## src/rtl/irqc_pkg.sv

```systemverilog
package irqc_pkg;
  // Strobes sent from control to datapath each cycle
  typedef struct packed {
    logic clear;     // drop sticky pending flags
    logic relaunch;  // timer window expired with source still active
    logic served;    // level source masked after service
  } ctlStrobe_t;
endpackage

```

## src/rtl/irqc_sync.sv

```systemverilog
module irqc_sync #(
  parameter int WIDTH  = 2,
  parameter int STAGES = 2
) (
  input  logic             clk,
  input  logic             rstN,
  input  logic [WIDTH-1:0] din,
  output logic [WIDTH-1:0] dout
);
  localparam int LAST = STAGES - 1;

  for (genvar b = 0; b < WIDTH; b++) begin : g_bit
    logic [STAGES-1:0] chain;
    always_ff @(posedge clk or negedge rstN) begin
      if (!rstN) chain <= '0;
      else if (STAGES == 1) chain <= din[b];
      else chain <= {chain[STAGES-2:0], din[b]};
    end
    assign dout[b] = chain[LAST];
  end
endmodule

```

## src/rtl/irqc_datapath.sv

```systemverilog
module irqc_datapath
  import irqc_pkg::*;
#(
  parameter int SYNC_STAGES = 2
) (
  input  logic       clk,
  input  logic       rstN,
  input  logic       extIrq,
  input  logic       busyIn,
  input  logic       dmaReady,
  input  logic       cfgActiveHigh,
  input  logic       cfgEdgeMode,
  input  logic       cfgBypass,
  input  logic       busyQualEn,
  input  ctlStrobe_t strobe,
  output logic       srcActive,
  output logic       cpuIrq,
  output logic       busySync,
  output logic       dataValid
);
  logic extSync;
  logic prevActive;
  logic edgePend;
  logic dmaPend;
  logic edgeSeen;
  logic condReq;

  irqc_sync #(.WIDTH(2), .STAGES(SYNC_STAGES)) u_sync (
    .clk  (clk),
    .rstN (rstN),
    .din  ({busyIn, extIrq}),
    .dout ({busySync, extSync})
  );

  assign srcActive = cfgActiveHigh ? extSync : ~extSync;
  assign edgeSeen  = cfgEdgeMode & srcActive & ~prevActive;

  always_ff @(posedge clk or negedge rstN) begin
    if (!rstN) begin
      prevActive <= 1'b0;
      edgePend   <= 1'b0;
      dmaPend    <= 1'b0;
    end else begin
      prevActive <= srcActive;
      // new events take priority over a clear in the same cycle
      if (edgeSeen || (strobe.relaunch && cfgEdgeMode)) edgePend <= 1'b1;
      else if (strobe.clear)                            edgePend <= 1'b0;
      if (dmaReady)          dmaPend <= 1'b1;
      else if (strobe.clear) dmaPend <= 1'b0;
    end
  end

  assign condReq   = cfgEdgeMode ? edgePend : (srcActive & ~strobe.served);
  assign cpuIrq    = (cfgBypass ? extSync : condReq) | dmaPend;
  assign dataValid = ~(busyQualEn & busySync);

  AST_DMA_RAISE: assert property (@(posedge clk) disable iff (!rstN)
    dmaReady |=> cpuIrq);
  AST_DMA_HOLD: assert property (@(posedge clk) disable iff (!rstN)
    (dmaPend && !strobe.clear) |=> cpuIrq);
  AST_BYPASS_RAW: assert property (@(posedge clk) disable iff (!rstN)
    (cfgBypass && extSync) |-> cpuIrq);
  AST_EDGE_STICKY: assert property (@(posedge clk) disable iff (!rstN)
    (cfgEdgeMode && !cfgBypass && edgePend && !strobe.clear) |=> (edgePend || !cfgEdgeMode));
endmodule

```

## src/rtl/irqc_ctrl.sv

```systemverilog
module irqc_ctrl
  import irqc_pkg::*;
#(
  parameter int RELAUNCH_CYCLES = 1024
) (
  input  logic       clk,
  input  logic       rstN,
  input  logic       clrWrite,
  input  logic       cfgRelaunchEn,
  input  logic       srcActive,
  input  logic       cpuIrq,
  output ctlStrobe_t strobe,
  output logic       clrPending
);
  localparam int TMR_W = $clog2(RELAUNCH_CYCLES + 1);
  localparam logic [TMR_W-1:0] TMR_LOAD = TMR_W'(RELAUNCH_CYCLES);
  localparam logic [TMR_W-1:0] TMR_LAST = TMR_W'(1);

  logic [TMR_W-1:0] relaunchTmr;
  logic             served;
  logic             expire;

  assign expire = cfgRelaunchEn & srcActive & (relaunchTmr == TMR_LAST);

  always_ff @(posedge clk or negedge rstN) begin
    if (!rstN) begin
      relaunchTmr <= '0;
      served      <= 1'b0;
      clrPending  <= 1'b0;
    end else begin
      // masking of a level source after service
      if (!srcActive)    served <= 1'b0;
      else if (clrWrite) served <= 1'b1;
      else if (expire)   served <= 1'b0;
      // re-launch window
      if (!srcActive || !cfgRelaunchEn) relaunchTmr <= '0;
      else if (clrWrite)                relaunchTmr <= TMR_LOAD;
      else if (relaunchTmr != '0)       relaunchTmr <= relaunchTmr - TMR_LAST;
      // self-clearing clear flag
      if (clrWrite)     clrPending <= 1'b1;
      else if (!cpuIrq) clrPending <= 1'b0;
    end
  end

  always_comb begin
    strobe.clear    = clrWrite;
    strobe.relaunch = expire;
    strobe.served   = served;
  end

  AST_CLR_SET: assert property (@(posedge clk) disable iff (!rstN)
    clrWrite |=> clrPending);
  AST_CLR_SELF: assert property (@(posedge clk) disable iff (!rstN)
    (clrPending && !cpuIrq && !clrWrite) |=> !clrPending);
  AST_SERVED_CAUSE: assert property (@(posedge clk) disable iff (!rstN)
    $rose(served) |-> $past(clrWrite));
  AST_RELAUNCH_ACTIVE: assert property (@(posedge clk) disable iff (!rstN)
    expire |-> $past(srcActive));
endmodule

```

## src/rtl/spim_irq_cond.sv

```systemverilog
module spim_irq_cond
  import irqc_pkg::*;
#(
  parameter int SYNC_STAGES     = 2,
  parameter int RELAUNCH_CYCLES = 1024
) (
  input  logic clk,
  input  logic rstN,
  input  logic extIrq,
  input  logic dmaReady,
  input  logic busyIn,
  input  logic cfgActiveHigh,
  input  logic cfgEdgeMode,
  input  logic cfgBypass,
  input  logic cfgRelaunchEn,
  input  logic busyQualEn,
  input  logic clrWrite,
  output logic cpuIrq,
  output logic clrPending,
  output logic busyLevel,
  output logic dataValid
);
  ctlStrobe_t strobe;
  logic       srcActive;

  irqc_datapath #(.SYNC_STAGES(SYNC_STAGES)) u_dp (
    .clk           (clk),
    .rstN          (rstN),
    .extIrq        (extIrq),
    .busyIn        (busyIn),
    .dmaReady      (dmaReady),
    .cfgActiveHigh (cfgActiveHigh),
    .cfgEdgeMode   (cfgEdgeMode),
    .cfgBypass     (cfgBypass),
    .busyQualEn    (busyQualEn),
    .strobe        (strobe),
    .srcActive     (srcActive),
    .cpuIrq        (cpuIrq),
    .busySync      (busyLevel),
    .dataValid     (dataValid)
  );

  irqc_ctrl #(.RELAUNCH_CYCLES(RELAUNCH_CYCLES)) u_ctrl (
    .clk           (clk),
    .rstN          (rstN),
    .clrWrite      (clrWrite),
    .cfgRelaunchEn (cfgRelaunchEn),
    .srcActive     (srcActive),
    .cpuIrq        (cpuIrq),
    .strobe        (strobe),
    .clrPending    (clrPending)
  );

  AST_BUSY_QUAL: assert property (@(posedge clk) disable iff (!rstN)
    (!busyQualEn) |-> dataValid);
endmodule

```

## config.mk

```make
export PLATFORM = sky130hd
export DESIGN_NAME = spim_irq_cond
export DESIGN_NICKNAME = d
export VERILOG_FILES = /design/src/rtl/irqc_pkg.sv /design/src/rtl/irqc_sync.sv /design/src/rtl/irqc_datapath.sv /design/src/rtl/irqc_ctrl.sv /design/src/rtl/spim_irq_cond.sv
export SDC_FILE = /design/constraint.sdc
export NUM_CORES = 1
export LEC_CHECK = 0
export ABC_AREA = 1
export BUFFER_PORTS_ARGS = -buffer_cell sky130_fd_sc_hd__buf_2
export CAP_MARGIN = 40
export CORE_MARGIN = 8
export CORE_UTILIZATION = 50
export CTS_BUF_LIST = sky130_fd_sc_hd__clkbuf_4 sky130_fd_sc_hd__clkbuf_8
export CTS_CLUSTER_DIAMETER = 40
export DETAILED_ROUTE_END_ITERATION = 8
export HOLD_SLACK_MARGIN = 0.06
export PLACE_DENSITY = 0.71
export SETUP_SLACK_MARGIN = 0.05
export SLEW_MARGIN = 20
export SYNTH_ARGS = -nofsm -noshare
export SYNTH_HDL_FRONTEND = slang
export SYNTH_SLANG_ARGS = --single-unit
```

## constraint.sdc

```tcl
create_clock -name clk -period 2.3 [get_ports clk]
set_clock_uncertainty 0.1 [all_clocks]
set_input_delay 0.345 -clock clk [delete_from_list [all_inputs] [get_ports clk]]
set_output_delay 0.345 -clock clk [all_outputs]
set_load 0.02 [all_outputs]
```

==> Word-level counts from Yosys, hierarchy flattened <==
Index checks and enable logic that the tools add are counted.
{ "word_totals": {"regBits": 20, "latchBits": 0, "mem_bits_rw": 0, "romBits": 0, "in_bits": 11, "output_inout_bits": 4, "word_cells": 46, "mem_count": 0} }
{ "classes": {"n_addsub": 1, "multipliers": 0, "div": 0, "order_cmp": 0, "eq_ne": 3, "n_shift": 0, "mux": 14, "n_bitwise": 11, "n_reduce_logical": 9} }
{ "ops": {"columns": ["operator", "n"], "rows": [
  ["$mux 11", 3],
  ["$eq 11x1->1 const B", 1],
  ["$mux 1", 11],
  ["$reduce_bool 11->1", 1],
  ["$sub 11x1->11 const B", 1],
  ["$and 1x1->1", 6],
  ["$not 1->1", 4],
  ["$reduce_bool 2->1", 2],
  ["$ne 3x3->1 const B", 1],
  ["$reduce_bool 3->1", 1],
  ["$logic_not 1->1", 2],
  ["$logic_or 1x1->1", 2],
  ["$ne 2x2->1 const B", 1],
  ["$logic_and 1x1->1", 1],
  ["$or 1x1->1", 1]
]} }

==> Depth between registers and ports, before layout <==
{ "depth": {"ltp_word": 8, "depth_mapped": 8, "ltp_nobuf": 8} }

==> Modules after synthesis <==
Synthesis repeated with hierarchy kept, for this count alone.
{ "hier_totals": {"hier_cells": 144, "hier_area_um2": 1174.9} }
{ "modules_own_cells": {"columns": ["module", "instances", "cells_per_inst", "area_each_um2", "seq_area_each_um2"], "rows": [
  ["irqc_ctrl", 1, 112, 879.6, 325.3],
  ["irqc_datapath", 1, 26, 180.2, 75.1],
  ["irqc_sync", 1, 6, 115.1, 100.1]
]} }

==> Worst setup path after synthesis <==
Ideal clock, no wire load.
{ "synth_timing": {"path_kind": "register -> output", "from": "register u_ctrl.served", "to": "output cpuIrq", "arrival_ns": 1.001, "required_ns": 1.855, "setup_slack_ns": 0.854, "stages_incl_launch_ff": 5, "n_path_buf": 0, "path_cell_list": "dfrtp_1 > or2_2 > o21ai_0 > nand2_1 > nand2_1"} }
{ "synth_between": {"elab_chain_cells": 5} }
{ "synth_lines": {"columns": ["element", "line", "source"], "rows": [
  ["start: declaration", "irqc_ctrl.sv:20", "logic served;"],
  ["start signal: assignment", "irqc_ctrl.sv:28", "served <= 1'b0;"],
  ["start signal: assignment", "irqc_ctrl.sv:32", "if (!srcActive) served <= 1'b0;"],
  ["start signal: assignment", "irqc_ctrl.sv:33", "else if (clrWrite) served <= 1'b1;"],
  ["$not 1->1", "irqc_datapath.sv:53", "assign condReq = cfgEdgeMode ? edgePend : (srcActive & ~strobe.served);"],
  ["$and 1x1->1", "irqc_datapath.sv:53", null],
  ["$mux 1", "irqc_datapath.sv:53", null],
  ["$mux 1", "irqc_datapath.sv:54", "assign cpuIrq = (cfgBypass ? extSync : condReq) | dmaPend;"],
  ["$or 1x1->1", "irqc_datapath.sv:54", null],
  ["end: declaration", "spim_irq_cond.sv:18", "output logic cpuIrq,"]
]} }
No other way between the ends.

==> Worst setup path after layout <==
Ends and elaborated chain as after synthesis.

==> results.md <==
* Worst skew pair latency at 0.29 ns
* Async set or reset register ratio after synthesis at 100%
* CTS root buffer: clkbuf_4
* Post-CTS resize count at 0
* Die width at slightly above 60 µm
* Cts bufs inserted at 3
* Via density at just under 5
* GPL Wtd Cong at roughly 0.8
* DIE HEIGHT at around 62 µm
* Reg clk slew, reported paths at 0.11 ns
* Most common cell on crit path: nand2_1
* Antenna viol nets, final at 0
* # diodes at 0
* Worst path max stage delay at about 0.4 ns
* Family with the most delay on the worst path: simple AND/OR/NAND/NOR gates
* Final HPWL from detailed placement at 1420 µm
* Seq/Total Area, Yosys at between 40% and 50%
* Setup CP Type: flip-flop to output pin
* Global Route Usage Sum at between 10% and 20%
* Mapped Nets at 121
* Crit. End Element: output pin
* Initial antenna violation count at 0
* Slew at the pin closest to its max-slew limit at 0.433 ns
* Largest net degree at the start of global routing at 21
* Setup crit end: cpuIrq
* Number of global-route vias before repair at 794
* Endpoints failing setup at 0
* Reg2Reg Setup Slack at 0.74 ns
* Post-synth cell types at 27
* Deepest clock path buffer count at 2
* Number of iterations in the first detailed-routing pass at 2
* Top-level I/O count at 15
* Synth warn at 0
* Rows at 16
* Final hold vios at 0
* CTS Hold Bufs at 3
* Crit share post-route at between 80% and 90%
* Wire length per cell at about 11 µm
* Final core occ at between 60 and 70%
* Final min period at 1.90 ns
* Post-route DRC violation count at 0
* Setup Fix Bufs, Post-CTS at 0
* IO Port Bufs at 14
* Leak at around 0.61 nW
* CTS tree: built
* Vias at between 700 and 800
* First-pass GRT wire length at 3190 µm
* Fmax at ~530 MHz
* Pwr dens at roughly 900 nW/µm²
* Syn Inst Count at 108
* Worst path required time at 1.86 ns
* Max H-tree Level at 1
* Sink Count at 20
* Synth Register Bits at 20
* Worst Path Arrival at ~1.5 ns
* Reg2Reg Depth at 7
* Worst r2r dst: u_ctrl.relaunchTmr[0]$_DFFE_PN0P_
* Ratio of cells with drive above 1 in the final layout at 32.0%
* Post-synth EDFFs at 0
* CP Max Fanout at 2
* CP cell instances: or2_2 -> o21ai_0 -> nand2_1 -> nand2_1 -> buf_2
* Worst ir drop on vdd at 0.000662 V
* Slowest-stage cell, CP: dfrtp_1
* Max Cap Viol at 0
* RSZ-0062 raised after global routing: false
* Die area at approximately 3800 µm²
* Slew margin rel. at between 70 and 80%
* Area Growth Syn to Fin at 15.0%
* Main synth FF type: dfrtp_1
* Syn_area_per_cell at ~9.7 µm²
* HP Class: primary input to flip-flop
* Setup tns final at 0 ns
* Setup crit start kind: flip-flop
* Synth Cell Area at around 1000 µm²
* Total stage count of the critical path at 5
* NumNets Final at ~140
* GR Overflow Total at 0
* Total wire length at 1750 µm
* WP buf/inv at 1
* Initial cell density of the core at 53.3%
* Outcome: finished, final reports clean
* R2r startpoint: u_ctrl.relaunchTmr[0]$_DFFE_PN0P_
* Core box area at between 1500 and 2000 µm²
* Max Slew Vio Count at 0
* Critical path origin: u_ctrl.served$_DFFE_PN0P_
* Iteration-0 DRC Markers at 4
## per-layer routing
layer | GRT usage, % | vias up | part of all wire (%)
li1 | - | 381 | -
met1 | 13.7 | 355 | 46
met2 | 18.0 | 10 | 50
met3 | 2.67 | 4 | 3.9
met4 | 4.55 | 0 | 0.74
met5 | 0 | - | 0
## power by group
group	switching (mW)	total [mW]	internal [mW]	leakage, nW
clock	0.101	0.162	0.0609	0.0138
sequential	0.0366	0.427	0.390	0.255
combinational	0.300	0.490	0.190	0.340
total	0.438	1.08	0.641	0.609
## metrics by stage
| stage | setup slack (ns) | area [µm²] | hold WS [ns] | instances | total power, mW |
|---|---|---|---|---|---|
| finish | 0.403 | 1200 | 0.124 | 155 | 1.08 |
| global route | 0.243 | 1200 | 0.115 | 155 | 1.17 |
| CTS | 0.392 | 1200 | 0.116 | 155 | 1.10 |
| detailed placement | 0.666 | 1150 | 0.217 | 149 | 0.925 |
| global placement | 0.678 | 1150 | 0.211 | 149 | 0.915 |
| floorplan | 0.854 | 1040 | -0.0506 | 108 | 0.844 |
## logic make-up (layout without fill, tap and decap cells)
logic type               count (synthesis)  count (layout)  synth area share [%]
buffers and inverters                   13              33                  4.67
adder cells (fa/ha/maj)                  2               2                  2.39
AND/OR/NAND/NOR                         59              59                  35.2
XOR/XNOR                                 5               5                  4.19
AO/OA/AOI/OAI                            9               9                  5.63
flip-flops                              20              20                  47.9
## cell usage in the layout, fill, tap and decap left out, drive strengths merged
cell	n
nand2	22
dfrtp	20
nor2	20
buf	14
inv	13
nand3	10
a21oi	5
xor2	4
nand3b	3
clkbuf	3
dlygate4sd3	3
o21ai	3
ha	2
or2	2
nor3	2
xnor2	1
a21o	1
## cell usage after synthesis (2+ instances only)
cell,instances,area share (%)
dfrtp_1,20,48
nand2_1,19,6.8
inv_1,12,4.3
nand3_1,8,3.8
nor2_2,8,4.8
nor2_1,7,2.5
a21oi_1,4,1.9
nor2_4,4,4.3
xor2_1,4,3.4
nand3b_1,3,2.2
ha_1,2,2.4
o21ai_2,2,1.7
## how the worst min path moves through the flow
stage                   from                                 to  slack, ns  depth (start not counted)
floorplan               rstN      u_ctrl.clrPending$_DFFE_PN0P_      -0.05                          0
global placement        rstN  u_ctrl.relaunchTmr[5]$_DFFE_PN0P_       0.21                          1
detailed placement      rstN  u_ctrl.relaunchTmr[5]$_DFFE_PN0P_       0.22                          1
CTS                 dmaReady           u_dp.dmaPend$_DFFE_PN0P_       0.12                          2
global route        dmaReady           u_dp.dmaPend$_DFFE_PN0P_       0.12                          2
finish              dmaReady           u_dp.dmaPend$_DFFE_PN0P_       0.12                          2
## state kept, by name, summed over array words and instances (netlist names)
register	cells
u_dp.prevActive	1
u_ctrl.clrPending	1
u_dp.dmaPend	1
u_ctrl.served	1
u_ctrl.relaunchTmr	11
u_dp.u_sync.g_bit.chain	4
u_dp.edgePend	1
## cell type report
class	count	area, µm²
sequential	20	500
multi-input combinational	75	495
clock buffer	3	22.5
fill	194	761
tap	27	33.8
timing repair buffer	17	100
inverter	13	48.8
## worst register-to-register path, cell delays in order (launching register included)
cell     delay (ns)
dfrtp_1        0.44
inv_1          0.11
ha_1           0.27
nand2_4        0.10
nor2_8         0.14
nand3_4        0.11
nand2_8        0.12
o21ai_2        0.06
(Power assumes the default switching activity.)
